<file path="config.mk">
export PLATFORM = sky130hd
export DESIGN_NAME = lq_tag_queue
export DESIGN_NICKNAME = d
export VERILOG_FILES = /design/src/rtl/lq_pkg.sv /design/src/rtl/lq_tag_pool.sv /design/src/rtl/lq_datapath.sv /design/src/rtl/lq_ctrl.sv /design/src/rtl/lq_tag_queue.sv
export SDC_FILE = /design/constraint.sdc
export NUM_CORES = 1
export LEC_CHECK = 0
export BUFFER_PORTS_ARGS = -buffer_cell sky130_fd_sc_hd__buf_2
export CAP_MARGIN = 30
export CORE_ASPECT_RATIO = 1.4
export CORE_MARGIN = 1
export CORE_UTILIZATION = 69
export DETAILED_ROUTE_END_ITERATION = 8
export GPL_TIMING_DRIVEN = 0
export HOLD_SLACK_MARGIN = 0.1
export PLACE_DENSITY = 0.88
export SLEW_MARGIN = 20
export SYNTH_ARGS = -nofsm -noshare
export SYNTH_HDL_FRONTEND = slang
export SYNTH_SLANG_ARGS = --single-unit
</file>
<file path="constraint.sdc">
create_clock -name clk -period 29.9 [get_ports clk]
set_input_delay 4.485 -clock clk [delete_from_list [all_inputs] [get_ports clk]]
set_output_delay 4.485 -clock clk [all_outputs]
set_load 0.05 [all_outputs]
</file>
<file path="src/rtl/lq_pkg.sv">
package lq_pkg;
  // strobes from control to datapath, one set per cycle
  typedef struct packed {
    logic doAlloc;
    logic doRetire;
    logic doSquash;
  } lqStrobe_t;
endpackage

</file>
<file path="src/rtl/lq_tag_pool.sv">
module lq_tag_pool #(
  parameter int TAGS  = 16,
  parameter int TAG_W = 4
) (
  input  logic             clk,
  input  logic             rstN,
  input  logic             take,
  input  logic [TAGS-1:0]  releaseMask,
  output logic [TAG_W-1:0] freeTag,
  output logic             poolEmpty
);
  logic [TAGS-1:0]  freeMap;
  logic [TAG_W-1:0] scanPtr;
  logic             found;

  // rotating search from scanPtr; TAGS is a power of two so wrap is free
  always_comb begin
    found   = 1'b0;
    freeTag = '0;
    for (int i = 0; i < TAGS; i++) begin
      if (!found && freeMap[scanPtr + TAG_W'(i)]) begin
        found   = 1'b1;
        freeTag = scanPtr + TAG_W'(i);
      end
    end
  end

  assign poolEmpty = !found;

  always_ff @(posedge clk or negedge rstN) begin
    if (!rstN) begin
      freeMap <= '1;
      scanPtr <= '0;
    end else begin
      if (take) begin
        freeMap <= (freeMap | releaseMask) & ~(TAGS'(1) << freeTag);
        scanPtr <= freeTag + TAG_W'(1);
      end else begin
        freeMap <= freeMap | releaseMask;
      end
    end
  end
endmodule

</file>
<file path="src/rtl/lq_datapath.sv">
module lq_datapath import lq_pkg::*; #(
  parameter int DEPTH = 8,
  parameter int SEQ_W = 16,
  parameter int TAGS  = 16,
  parameter int TAG_W = 4,
  parameter int PTR_W = 3,
  parameter int CNT_W = 4
) (
  input  logic             clk,
  input  logic             rstN,
  input  lqStrobe_t        strobe,
  input  logic [CNT_W-1:0] retireCnt,
  input  logic [CNT_W-1:0] squashCnt,
  input  logic [CNT_W-1:0] count,
  input  logic [SEQ_W-1:0] allocSeq,
  input  logic [TAG_W-1:0] allocTag,
  input  logic [SEQ_W-1:0] commitSeq,
  input  logic [SEQ_W-1:0] squashSeq,
  input  logic [TAG_W-1:0] stallTag,
  output logic [DEPTH-1:0] retHit,
  output logic [DEPTH-1:0] sqHit,
  output logic [DEPTH-1:0] stallHit,
  output logic [TAGS-1:0]  releaseMask,
  output logic [TAG_W-1:0] headTag
);
  logic [SEQ_W-1:0] seqMem [DEPTH];
  logic [TAG_W-1:0] tagMem [DEPTH];
  logic [PTR_W-1:0] head;
  logic [PTR_W-1:0] slotOf [DEPTH];
  logic [PTR_W-1:0] tailSlot;

  // per-age compare lanes, index 0 is the oldest entry
  for (genvar g = 0; g < DEPTH; g++) begin : gLane
    assign slotOf[g]   = head + PTR_W'(g);
    assign retHit[g]   = seqMem[slotOf[g]] <= commitSeq;
    assign sqHit[g]    = seqMem[slotOf[g]] >  squashSeq;
    assign stallHit[g] = tagMem[slotOf[g]] == stallTag;
  end

  assign tailSlot = head + count[PTR_W-1:0];
  assign headTag  = tagMem[head];

  always_comb begin
    releaseMask = '0;
    for (int i = 0; i < DEPTH; i++) begin
      if ((strobe.doRetire && i < int'(retireCnt)) ||
          (strobe.doSquash && i >= int'(count) - int'(squashCnt) && i < int'(count)))
        releaseMask[tagMem[slotOf[i]]] = 1'b1;
    end
  end

  always_ff @(posedge clk) begin
    if (strobe.doAlloc) begin
      seqMem[tailSlot] <= allocSeq;
      tagMem[tailSlot] <= allocTag;
    end
  end

  always_ff @(posedge clk or negedge rstN) begin
    if (!rstN)               head <= '0;
    else if (strobe.doRetire) head <= head + retireCnt[PTR_W-1:0];
  end
endmodule

</file>
<file path="src/rtl/lq_ctrl.sv">
module lq_ctrl import lq_pkg::*; #(
  parameter int DEPTH = 8,
  parameter int SEQ_W = 16,
  parameter int TAG_W = 4,
  parameter int CNT_W = 4
) (
  input  logic             clk,
  input  logic             rstN,
  input  logic             allocValid,
  input  logic             commitValid,
  input  logic             squashValid,
  input  logic [SEQ_W-1:0] squashSeq,
  input  logic [CNT_W-1:0] sqFree,
  input  logic             poolEmpty,
  input  logic [DEPTH-1:0] retHit,
  input  logic [DEPTH-1:0] sqHit,
  input  logic [DEPTH-1:0] stallHit,
  input  logic             stallSet,
  input  logic [TAG_W-1:0] stallSetTag,
  input  logic             stallRelease,
  input  logic             blockSet,
  input  logic [SEQ_W-1:0] blockSetSeq,
  input  logic             blockAck,
  output lqStrobe_t        strobe,
  output logic [CNT_W-1:0] retireCnt,
  output logic [CNT_W-1:0] squashCnt,
  output logic [CNT_W-1:0] count,
  output logic             allocOk,
  output logic             allocReject,
  output logic [CNT_W-1:0] freeEntries,
  output logic             headValid,
  output logic             stalled,
  output logic [TAG_W-1:0] stallTag,
  output logic             loadBlocked,
  output logic             blockHandled,
  output logic [SEQ_W-1:0] blockSeq
);
  logic             stallKill;
  logic             blockKill;
  logic [CNT_W-1:0] lqFree;
  logic [CNT_W-1:0] minFree;

  // leading run of retirable entries, then trailing run of squashable ones
  always_comb begin
    int  retN;
    int  sqN;
    logic runA;
    logic runB;
    retN = 0;
    sqN  = 0;
    runA = commitValid;
    runB = squashValid;
    for (int i = 0; i < DEPTH; i++) begin
      if (i < int'(count) && runA && retHit[i]) retN++;
      else                                        runA = 1'b0;
    end
    for (int i = DEPTH - 1; i >= 0; i--) begin
      if (i < int'(count) && i >= retN) begin
        if (runB && sqHit[i]) sqN++;
        else                  runB = 1'b0;
      end
    end
    stallKill = 1'b0;
    for (int i = 0; i < DEPTH; i++) begin
      if (i >= int'(count) - sqN && i < int'(count) && stallHit[i])
        stallKill = stalled;
    end
    retireCnt = CNT_W'(retN);
    squashCnt = CNT_W'(sqN);
  end

  assign allocOk     = allocValid && !squashValid && !poolEmpty && (count < CNT_W'(DEPTH));
  assign allocReject = allocValid && !allocOk;
  assign headValid   = count != '0;
  assign blockKill   = squashValid && loadBlocked && (squashSeq < blockSeq);

  assign strobe.doAlloc  = allocOk;
  assign strobe.doRetire = retireCnt != '0;
  assign strobe.doSquash = squashCnt != '0;

  assign lqFree      = CNT_W'(DEPTH) - count;
  assign minFree     = (lqFree < sqFree) ? lqFree : sqFree;
  assign freeEntries = (minFree == '0) ? '0 : minFree - CNT_W'(1);

  always_ff @(posedge clk or negedge rstN) begin
    if (!rstN) begin
      count        <= '0;
      stalled      <= 1'b0;
      stallTag     <= '0;
      loadBlocked  <= 1'b0;
      blockHandled <= 1'b0;
      blockSeq     <= '0;
    end else begin
      count <= count - retireCnt - squashCnt + CNT_W'(allocOk);

      if (stallKill)         stalled <= 1'b0;
      else if (stallSet)     begin stalled <= 1'b1; stallTag <= stallSetTag; end
      else if (stallRelease) stalled <= 1'b0;

      if (blockKill) begin
        loadBlocked  <= 1'b0;
        blockHandled <= 1'b0;
        blockSeq     <= '0;
      end else if (blockSet) begin
        loadBlocked  <= 1'b1;
        blockHandled <= 1'b0;
        blockSeq     <= blockSetSeq;
      end else if (blockAck && loadBlocked) begin
        blockHandled <= 1'b1;
      end
    end
  end
endmodule

</file>
<file path="src/rtl/lq_tag_queue.sv">
module lq_tag_queue import lq_pkg::*; #(
  parameter  int DEPTH = 8,
  parameter  int SEQ_W = 16,
  localparam int TAGS  = 2 * DEPTH,
  localparam int TAG_W = $clog2(TAGS),
  localparam int PTR_W = $clog2(DEPTH),
  localparam int CNT_W = $clog2(DEPTH + 1)
) (
  input  logic             clk,
  input  logic             rstN,
  input  logic             allocValid,
  input  logic [SEQ_W-1:0] allocSeq,
  output logic [TAG_W-1:0] allocTag,
  output logic             allocOk,
  output logic             allocReject,
  input  logic             commitValid,
  input  logic [SEQ_W-1:0] commitSeq,
  input  logic             squashValid,
  input  logic [SEQ_W-1:0] squashSeq,
  input  logic [CNT_W-1:0] sqFree,
  output logic [CNT_W-1:0] freeEntries,
  output logic [CNT_W-1:0] lqCount,
  output logic             headValid,
  output logic [TAG_W-1:0] headTag,
  input  logic             stallSet,
  input  logic [TAG_W-1:0] stallSetTag,
  input  logic             stallRelease,
  output logic             stalled,
  output logic [TAG_W-1:0] stallTag,
  input  logic             blockSet,
  input  logic [SEQ_W-1:0] blockSetSeq,
  input  logic             blockAck,
  output logic             loadBlocked,
  output logic             blockHandled,
  output logic [SEQ_W-1:0] blockSeq
);
  lqStrobe_t        strobe;
  logic [CNT_W-1:0] retireCnt;
  logic [CNT_W-1:0] squashCnt;
  logic [DEPTH-1:0] retHit;
  logic [DEPTH-1:0] sqHit;
  logic [DEPTH-1:0] stallHit;
  logic [TAGS-1:0]  releaseMask;
  logic             poolEmpty;

  lq_tag_pool #(.TAGS(TAGS), .TAG_W(TAG_W)) uPool (
    .clk(clk), .rstN(rstN), .take(allocOk), .releaseMask(releaseMask),
    .freeTag(allocTag), .poolEmpty(poolEmpty)
  );

  lq_datapath #(.DEPTH(DEPTH), .SEQ_W(SEQ_W), .TAGS(TAGS), .TAG_W(TAG_W),
                .PTR_W(PTR_W), .CNT_W(CNT_W)) uData (
    .clk(clk), .rstN(rstN), .strobe(strobe), .retireCnt(retireCnt),
    .squashCnt(squashCnt), .count(lqCount), .allocSeq(allocSeq),
    .allocTag(allocTag), .commitSeq(commitSeq), .squashSeq(squashSeq),
    .stallTag(stallTag), .retHit(retHit), .sqHit(sqHit), .stallHit(stallHit),
    .releaseMask(releaseMask), .headTag(headTag)
  );

  lq_ctrl #(.DEPTH(DEPTH), .SEQ_W(SEQ_W), .TAG_W(TAG_W), .CNT_W(CNT_W)) uCtrl (
    .clk(clk), .rstN(rstN), .allocValid(allocValid), .commitValid(commitValid),
    .squashValid(squashValid), .squashSeq(squashSeq), .sqFree(sqFree),
    .poolEmpty(poolEmpty), .retHit(retHit), .sqHit(sqHit), .stallHit(stallHit),
    .stallSet(stallSet), .stallSetTag(stallSetTag), .stallRelease(stallRelease),
    .blockSet(blockSet), .blockSetSeq(blockSetSeq), .blockAck(blockAck),
    .strobe(strobe), .retireCnt(retireCnt), .squashCnt(squashCnt),
    .count(lqCount), .allocOk(allocOk), .allocReject(allocReject),
    .freeEntries(freeEntries), .headValid(headValid), .stalled(stalled),
    .stallTag(stallTag), .loadBlocked(loadBlocked), .blockHandled(blockHandled),
    .blockSeq(blockSeq)
  );
endmodule

</file>
==> results of run 1 <==
## per-stage QoR
stage / worst slack [ps] / area, µm² / util [%]
2_1_floorplan: 11120 / 25800 / -
3_3_place_gp: 5590 / 27000 / 73.5
3_5_place_dp: 4730 / 27300 / 74.3
4_1_cts: 4620 / 28000 / 76.1
## cells by family after synthesis
group	count (synthesis)
flip-flops	210
buffers and inverters	219
XOR/XNOR	89
multiplexers	367
adder cells (fa/ha/maj)	326
AO/OA/AOI/OAI	582
AND/OR/NAND/NOR	764
other	1
## layer usage
layer  track usage, %  GRT overflow
met3             32.5             0
met1             59.6             0
met4             53.2            12
met2             85.1             8
met5             6.82             0
==> reports/summary.txt, run 1 <==
Mapped Nets -> 2963
Die span in y -> 231 µm
Average cell area after synthesis -> 10.1 µm²
CTS HTree Levels -> 1
Sequential area share after synthesis -> 23.5%
TritonCTS Sinks -> 210
Adder-cell area share of the yosys netlist -> 16.0%
Number of core rows -> 83
First-pass GRT wire length -> 166000 µm
Horizontal die dimension -> 165 µm
GRT overflow -> 20
CTS-repair resized insts -> 0
First error -> [ERROR GRT-0116] Global routing finished with congestion. Check the congestion regions in the DRC Viewer.
Synthesized-area fraction occupied by and/or/nand/nor cells -> 14.8%
Compound-cell area share of the yosys netlist -> 15.6%
Ports placed on the boundary -> 123
Yosys top cell by area -> sky130_fd_sc_hd__edfxtp_1
Post-CTS Setup Bufs -> 0
Gate count after technology mapping -> 2558
Most instantiated library cell after synthesis -> sky130_fd_sc_hd__ha_1
Syn Std Cell Area -> 25800 µm²
Dominant combinational cell family by area after synthesis -> multiplexers
Dominant cells by area after synthesis -> sky130_fd_sc_hd__edfxtp_1 19%, sky130_fd_sc_hd__mux4_2 16%, sky130_fd_sc_hd__ha_1 15%, sky130_fd_sc_hd__mux2_2 4.8%, sky130_fd_sc_hd__nand2_1 3.5%
Number of enable-type register cells in the synthesized netlist -> 160
Buffer cell driving the clock tree root -> sky130_fd_sc_hd__clkbuf_16
Final weighted congestion of routability-driven global placement -> 1.29
Maximum root-to-sink buffer count -> 3
Largest net degree at the start of global routing -> 51
Count of warnings emitted by yosys -> 0
Fraction of synthesized area in multiplexers -> 23.5%
Area share of the largest cell type after synthesis -> 18.6%
Cell count after placement -> 3165
TritonCTS Buffers -> 21
Parity-gate share of the synthesized area counting xor and xnor cells -> 3.27%
Number of global-route vias before repair -> 26900
Proportion of synthesized flip-flops having asynchronous set or reset -> 23.8%
Result of the run -> stopped before the end
CTS Hold Buffers Added -> 0
Last stage reached -> 5_1_grt
Register bit total from synthesis -> 210
Effective utilization at floorplan -> 70.2%
Primary FF master, synth -> sky130_fd_sc_hd__edfxtp_1
List of most frequent post-synthesis cells -> 317 x sky130_fd_sc_hd__ha_1, 239 x sky130_fd_sc_hd__nand2_1, 179 x sky130_fd_sc_hd__mux4_2, 160 x sky130_fd_sc_hd__edfxtp_1, 155 x sky130_fd_sc_hd__nor2_1
Count of input and output buffers -> 121
Distinct cell type count after synthesis -> 112
Overall global routing resource usage -> 58.9%
Sum of net half-perimeters after detailed placement -> 78600 µm
==> run 2, diff against run 1 <==
- CORE_ASPECT_RATIO: 1.4 -> not set
- CORE_UTILIZATION: 69 -> 40
- HOLD_SLACK_MARGIN: 0.1 -> not set
- PLACE_DENSITY: 0.88 -> not set
- PLACE_DENSITY_LB_ADDON: not set -> 0.15
==> run 2 against run 1 <==
  * Synthesized cell count is the same
  * The run now ends clean
  * Synthesized area is the same
==> reports/summary.txt, run 2 <==
Result of the run -> finished clean
First-pass GRT wire length -> 146000 µm
Antenna viol nets, final -> 0
Primary FF master, synth -> sky130_fd_sc_hd__edfxtp_1
Storage cell area -> 6080 µm²
Final Cycle Share -> 80.9%
Commonest non-fill, non-tap cells in the layout -> 317 x sky130_fd_sc_hd__ha_1, 239 x sky130_fd_sc_hd__nand2_1, 179 x sky130_fd_sc_hd__mux4_2
Number of stages on the worst hold path -> 2
Leading cell type in the layout, fill and taps excluded -> sky130_fd_sc_hd__ha_1
Worst-Skew Late Latency -> 560 ps
Area share of the largest cell type after synthesis -> 18.6%
Sum of buffers and inverters on the critical path -> 18
Effective utilization at floorplan -> 40.7%
Count of input and output buffers -> 121
Sum of net half-perimeters after detailed placement -> 81900 µm
Shortest period the worst path allows -> 24180 ps
Horizontal die dimension -> 256 µm
Post-CTS Setup Bufs -> 0
Most common cell on crit path -> sky130_fd_sc_hd__ha_1
Cell depth of the worst setup path -> 84
Total iterations of the first detailed-routing run -> 6
Violation count after the first detailed-route iteration -> 2480
Dominant combinational cell family by area after synthesis -> multiplexers
Count of fill cells added during filler insertion -> 6008
Layout Skew -> 17.6 ps
Fraction of layout instances using a drive strength above 1 -> 20.6%
Largest net degree at the start of global routing -> 51
Count of warnings emitted by yosys -> 0
Final Max Slew Viols -> 0
Final weighted congestion of routability-driven global placement -> 1.00
Die span in y -> 256 µm
Worst path arrival time -> 24640 ps
Total vias in the final route -> 23500
Slew at the pin closest to its max-slew limit -> 963 ps
Distinct cell type count after synthesis -> 112
Worst relative slew slack -> 35.4%
Sequential area share after synthesis -> 23.5%
Number of core rows -> 92
Synthesized-area fraction occupied by and/or/nand/nor cells -> 14.8%
Max capacitance violation total -> 0
Unrepaired setup endpoints after global routing -> no
Number of enable-type register cells in the synthesized netlist -> 160
CTS HTree Levels -> 1
Average cell area after synthesis -> 10.1 µm²
GRT overflow -> 0
Final Routed Wirelength -> 98300 µm
Routed WL per cell -> 27.3 µm
Setup Viol. Count Final -> 0
Max reg flops -> 128
Startpoint type of the worst setup path -> flip-flop
Number of hold violations in the final report -> 0
Finished layout cell area -> 28600 µm²
Type of the worst setup path -> reg -> reg
Die area -> 65600 µm²
Buffer cell driving the clock tree root -> sky130_fd_sc_hd__clkbuf_16
Ports placed on the boundary -> 123
Met3 demand-to-capacity share in global routing -> 4.53%
TritonCTS Buffers -> 25
GRT busiest layer -> met2
CTS Hold Buffers Added -> 0
Register bit total from synthesis -> 210
Kind of cell with the highest combined delay on the critical path -> buffers and inverters
Adder-cell area share of the yosys netlist -> 16.0%
Gate count after technology mapping -> 2558
Count of nets after finishing -> 3139
Clock edge transition at the registers on the reported setup and hold paths -> 60 ps
Fraction of synthesized area in multiplexers -> 23.5%
Total placed instance area -> 27800 µm²
Top register by number of flip-flops -> uData.seqMem
Proportion of synthesized flip-flops having asynchronous set or reset -> 23.8%
Data required, critical path -> 30370 ps
CTS-repair resized insts -> 0
Area of the core -> 63400 µm²
Mapped Nets -> 2963
DRC violations left -> 0
R2R Setup Slk -> 5720 ps
Number of global-route vias before repair -> 22900
Grt met1 use -> 42.1%
Maximum root-to-sink buffer count -> 3
Yosys top cell by area -> sky130_fd_sc_hd__edfxtp_1
Largest registers in the final layout -> uData.seqMem x128, uData.tagMem x32
Compound-cell area share of the yosys netlist -> 15.6%
Element type at the critical path end -> flip-flop
Critical path's slowest cell -> sky130_fd_sc_hd__clkbuf_1
TritonCTS Sinks -> 210
TritonCTS clock tree -> built
Growth of design area from synthesis to finish -> 10.9%
Met2 global-route usage -> 45.0%
Maximum single-stage delay on the critical path -> 660 ps
Dominant cells by area after synthesis -> sky130_fd_sc_hd__edfxtp_1 19%, sky130_fd_sc_hd__mux4_2 16%, sky130_fd_sc_hd__ha_1 15%, sky130_fd_sc_hd__mux2_2 4.8%, sky130_fd_sc_hd__nand2_1 3.5%
Overall global routing resource usage -> 29.3%
List of most frequent post-synthesis cells -> 317 x sky130_fd_sc_hd__ha_1, 239 x sky130_fd_sc_hd__nand2_1, 179 x sky130_fd_sc_hd__mux4_2, 160 x sky130_fd_sc_hd__edfxtp_1, 155 x sky130_fd_sc_hd__nor2_1
Maximum fanout along the worst path -> 10
Syn Std Cell Area -> 25800 µm²
Initial antenna violation count -> 5
Path class of the lowest-slack min-delay path -> reg -> reg
Final sum of negative setup slack -> 0 ps
Combined area of the multi-input logic cells -> 19000 µm²
Parity-gate share of the synthesized area counting xor and xnor cells -> 3.27%
Highest Clock Rate -> 0.0414 GHz
Most instantiated library cell after synthesis -> sky130_fd_sc_hd__ha_1
Detail-routed via count per cell -> 6.53
Cells on worst reg2reg path -> 84
==> run 2: cell counts after synthesis <==
No cell type changed its count.
==> run 2: path summary, 6_finish.rpt <==
path,from,to
setup reg to reg,uData.head[0],uPool.freeMap[7]
max in group asynchronous,rstN,uCtrl.stallTag[0]
hold / removal,uCtrl.blockSeq[8],uCtrl.blockSeq[8]
setup / recovery,uData.head[0],uPool.freeMap[7]
min in group asynchronous,rstN,uPool.scanPtr[1]
hold reg to reg,uCtrl.blockSeq[8],uCtrl.blockSeq[8]
==> run 2: stage by stage <==
stage               cells  setup WS (ps)  hold slack, ps  util, %
finish               3602           5720             557     45.2
global route         3602           4250             609     45.2
CTS                  3597           6120             555     45.1
detailed placement   3551           6250             546     43.9
global placement     3525           5570             523     43.3
floorplan            2558          11120             654        -
==> run 2: metal layers <==
layer,vias to the layer above,part of all wire (%),wire [µm]
met5,-,0,0
met4,0,3.3,3240
met3,172,8.9,8720
met2,1295,44,43300
met1,11600,44,43100
li1,10400,-,-
==> run 2: kinds of logic after synthesis <==
kind of cell | Yosys count
flip-flops | 210
buffers and inverters | 219
AND/OR/NAND/NOR | 764
other | 1
adder cells (fa/ha/maj) | 326
XOR/XNOR | 89
AO/OA/AOI/OAI | 582
multiplexers | 367
==> run 2: tightest hold or removal path, delay by kind of cell, from the launching register on <==
| kind | cells | cell delay (ps) |
|---|---|---|
| flip-flops | 1 | 360 |
| AND/OR/NAND/NOR | 1 | 80 |
| multiplexers | 1 | 70 |
==> run 2: area by class of cell <==
cell class	instances	area share, %
antenna	3	0.0262
buffer	92	1.35
clock buffer	32	2.28
clock inverter	14	0.446
inverter	127	1.66
multi-input combinational	2129	66.2
sequential	210	21.2
tap	846	3.70
timing repair buffer	149	3.10
Power of run 2 is left out: the tool's default activity adds up to more than one toggle a clock period on the data nets, which glitch-free logic cannot reach.
==> run 3, diff against run 2 <==
- ABC_AREA: not set -> 1
- clock period: 29.9 -> 25.2 ns (I/O delays scaled with it)
==> run 3 against run 2 <==
  * Highest routed layer unchanged
  * Non-clock buffer count grew 3
  * Critical endpoint is now uPool.freeMap[8]
  * Die area is 4.5% lower
  * Hold slack lost 50 ps
==> reports/summary.txt, run 3 <==
Result of the run -> finished clean
Largest registers in the final layout -> uData.seqMem x128, uData.tagMem x32
Beginning of the critical path -> uData.head[0]
Final Routed Wirelength -> 93500 µm
CTS HTree Levels -> 1
Commonest non-fill, non-tap cells in the layout -> 1184 x sky130_fd_sc_hd__nand2_1, 415 x sky130_fd_sc_hd__o21ai_0, 397 x sky130_fd_sc_hd__inv_1
Die span in y -> 250 µm
Ant. Diodes -> 0
Primary FF master, synth -> sky130_fd_sc_hd__edfxtp_1
Gate count after technology mapping -> 3696
Count of warnings emitted by yosys -> 0
Most common cell on crit path -> sky130_fd_sc_hd__nand2_1
Distinct cell type count after synthesis -> 68
Setup Viol. Count Final -> 0
Hold Startpoint -> uCtrl.blockHandled
Data required, critical path -> 25670 ps
Overall global routing resource usage -> 29.2%
Top register by number of flip-flops -> uData.seqMem
Die area -> 62600 µm²
Adder-cell area share of the yosys netlist -> 16.7%
Most instantiated library cell after synthesis -> sky130_fd_sc_hd__nand2_1
GRT overflow -> 0
Yosys top cell by area -> sky130_fd_sc_hd__edfxtp_1
Max reg flops -> 128
Detail-routed via count per cell -> 5.54
Total placed instance area -> 26400 µm²
Synthesized-area fraction occupied by and/or/nand/nor cells -> 32.0%
Compound-cell area share of the yosys netlist -> 15.8%
Final worst setup slack -> 8490 ps
Fraction of synthesized area in multiplexers -> 1.26%
DRC violations left -> 0
Slew at the pin closest to its max-slew limit -> 903 ps
Antenna viol nets, final -> 0
Dominant cells by area after synthesis -> sky130_fd_sc_hd__edfxtp_1 19%, sky130_fd_sc_hd__nand2_1 18%, sky130_fd_sc_hd__ha_1 16%, sky130_fd_sc_hd__o21ai_0 8.4%, sky130_fd_sc_hd__inv_1 6.0%
Maximum root-to-sink buffer count -> 3
Ports placed on the boundary -> 123
Sum of net half-perimeters after detailed placement -> 77000 µm
Total iterations of the first detailed-routing run -> 9
Area share of the largest cell type after synthesis -> 19.5%
Dominant combinational cell family by area after synthesis -> simple AND/OR/NAND/NOR gates
TritonCTS clock tree -> built
Element type at the critical path end -> flip-flop
Maximum single-stage delay on the critical path -> 660 ps
Worst relative slew slack -> 39.1%
Proportion of synthesized flip-flops having asynchronous set or reset -> 23.8%
Met2 global-route usage -> 44.6%
Final weighted congestion of routability-driven global placement -> 1.03
Register bit total from synthesis -> 210
Final Max Slew Viols -> 0
Path class of the lowest-slack min-delay path -> reg -> reg
Sequential area share after synthesis -> 24.7%
Buffer cell driving the clock tree root -> sky130_fd_sc_hd__clkbuf_16
Initial antenna violation count -> 0
List of most frequent post-synthesis cells -> 1184 x sky130_fd_sc_hd__nand2_1, 416 x sky130_fd_sc_hd__o21ai_0, 397 x sky130_fd_sc_hd__inv_1, 317 x sky130_fd_sc_hd__ha_1, 232 x sky130_fd_sc_hd__nor2_1
Growth of design area from synthesis to finish -> 10.4%
Area of the core -> 60600 µm²
Horizontal die dimension -> 250 µm
Worst-Skew Late Latency -> 580 ps
First-pass GRT wire length -> 140000 µm
Finished layout cell area -> 27200 µm²
R2r startpoint -> uData.head[0]
Post-route non-filler standard cell count -> 4649
Total vias in the final route -> 25800
Number of hold violations in the final report -> 0
CTS Hold Buffers Added -> 0
Grt met1 use -> 43.8%
Parity-gate share of the synthesized area counting xor and xnor cells -> 1.36%
Max capacitance violation total -> 0
Unrepaired setup endpoints after global routing -> no
Count of input and output buffers -> 121
Number of global-route vias before repair -> 23100
Effective utilization at floorplan -> 40.7%
CTS-repair resized insts -> 0
Final sum of negative setup slack -> 0 ps
Clock edge transition at the registers on the reported setup and hold paths -> 70 ps
Largest net degree at the start of global routing -> 51
Leading cell type in the layout, fill and taps excluded -> sky130_fd_sc_hd__nand2_1
Final Cycle Share -> 66.3%
GRT busiest layer -> met2
TritonCTS Buffers -> 25
Average cell area after synthesis -> 6.67 µm²
Count of nets after finishing -> 4253
Fraction of layout instances using a drive strength above 1 -> 8.07%
Setup WS pre-CTS -> 8610 ps
Violation count after the first detailed-route iteration -> 2705
Number of core rows -> 90
Met3 demand-to-capacity share in global routing -> 3.47%
Post-CTS Setup Bufs -> 0
Worst path arrival time -> 17180 ps
Routed WL per cell -> 20.1 µm
Highest Clock Rate -> 0.0598 GHz
Shortest period the worst path allows -> 16710 ps
Syn Std Cell Area -> 24600 µm²
Type of the worst setup path -> reg -> reg
Cell count after placement -> 4603
Mapped Nets -> 4101
TritonCTS Sinks -> 210
Startpoint type of the worst setup path -> flip-flop
Maximum fanout along the worst path -> 10
Critical path's slowest cell -> sky130_fd_sc_hd__buf_1
Layout Skew -> 19.4 ps
Number of enable-type register cells in the synthesized netlist -> 160
[run 3: cell count changes after synthesis, moves of 49 or more]
cell	before	now
sky130_fd_sc_hd__inv_1	124	397
sky130_fd_sc_hd__mux2_2	109	0
sky130_fd_sc_hd__mux4_2	179	0
sky130_fd_sc_hd__nand2_1	239	1184
sky130_fd_sc_hd__nand3_1	55	225
sky130_fd_sc_hd__nor2_1	155	232
sky130_fd_sc_hd__nor2b_1	50	0
sky130_fd_sc_hd__o21ai_0	97	416
sky130_fd_sc_hd__xnor2_1	57	8
[run 3: layout make-up]
type | count | area (µm²)
Tap cell | 782 | 978
Clock buffer | 26 | 629
Sequential cell | 210 | 6080
Multi-Input combinational cell | 2944 | 16600
Timing Repair Buffer | 125 | 682
Fill cell | 6385 | 33400
Inverter | 423 | 1590
Clock inverter | 20 | 215
Buffer | 119 | 455
[run 3: through the flow]
stage | hold WS (ps) | util [%]
finish | 507 | 44.9
global route | 526 | 44.9
CTS | 511 | 44.9
detailed placement | 497 | 43.5
global placement | 484 | 43.3
floorplan | 609 | -
[run 3: kinds of logic (layout without fill, tap and decap cells)]
group / Yosys count / after routing
simple gates: 1847 / 1847
buf+inv: 542 / 713
mux: 31 / 31
compound gates: 705 / 705
xor+xnor: 36 / 36
fa+ha+maj: 324 / 324
other cells: 1 / 1
flops: 210 / 210
[run 3: worst max-delay path, delay by kind of cell, from the launching register on]
family / cells / cell delay (ps)
simple gates: 48 / 6310
compound gates: 5 / 1110
fa+ha+maj: 16 / 4710
flops: 1 / 490
buf+inv: 16 / 3960
[run 3: worst paths after layout]
path / depth (start not counted) / end / slack [ps]
worst max register to register: 85 / uPool.freeMap[8] / 8490
min in group asynchronous: 1 / uCtrl.blockSeq[4] / 3240
worst min register to register: 2 / uCtrl.blockHandled / 510
worst min-delay path: 2 / uCtrl.blockHandled / 510
max in group asynchronous: 1 / uPool.scanPtr[0] / 21400
worst max-delay path: 85 / uPool.freeMap[8] / 8490
[run 3: routing by layer]
metal | wire, µm | vias up
met1 | 44500 | 11900
met2 | 39400 | 1083
li1 | - | 12700
met5 | 0 | -
met3 | 7650 | 107
met4 | 1880 | 0
Power of run 3 is left out for the same reason.
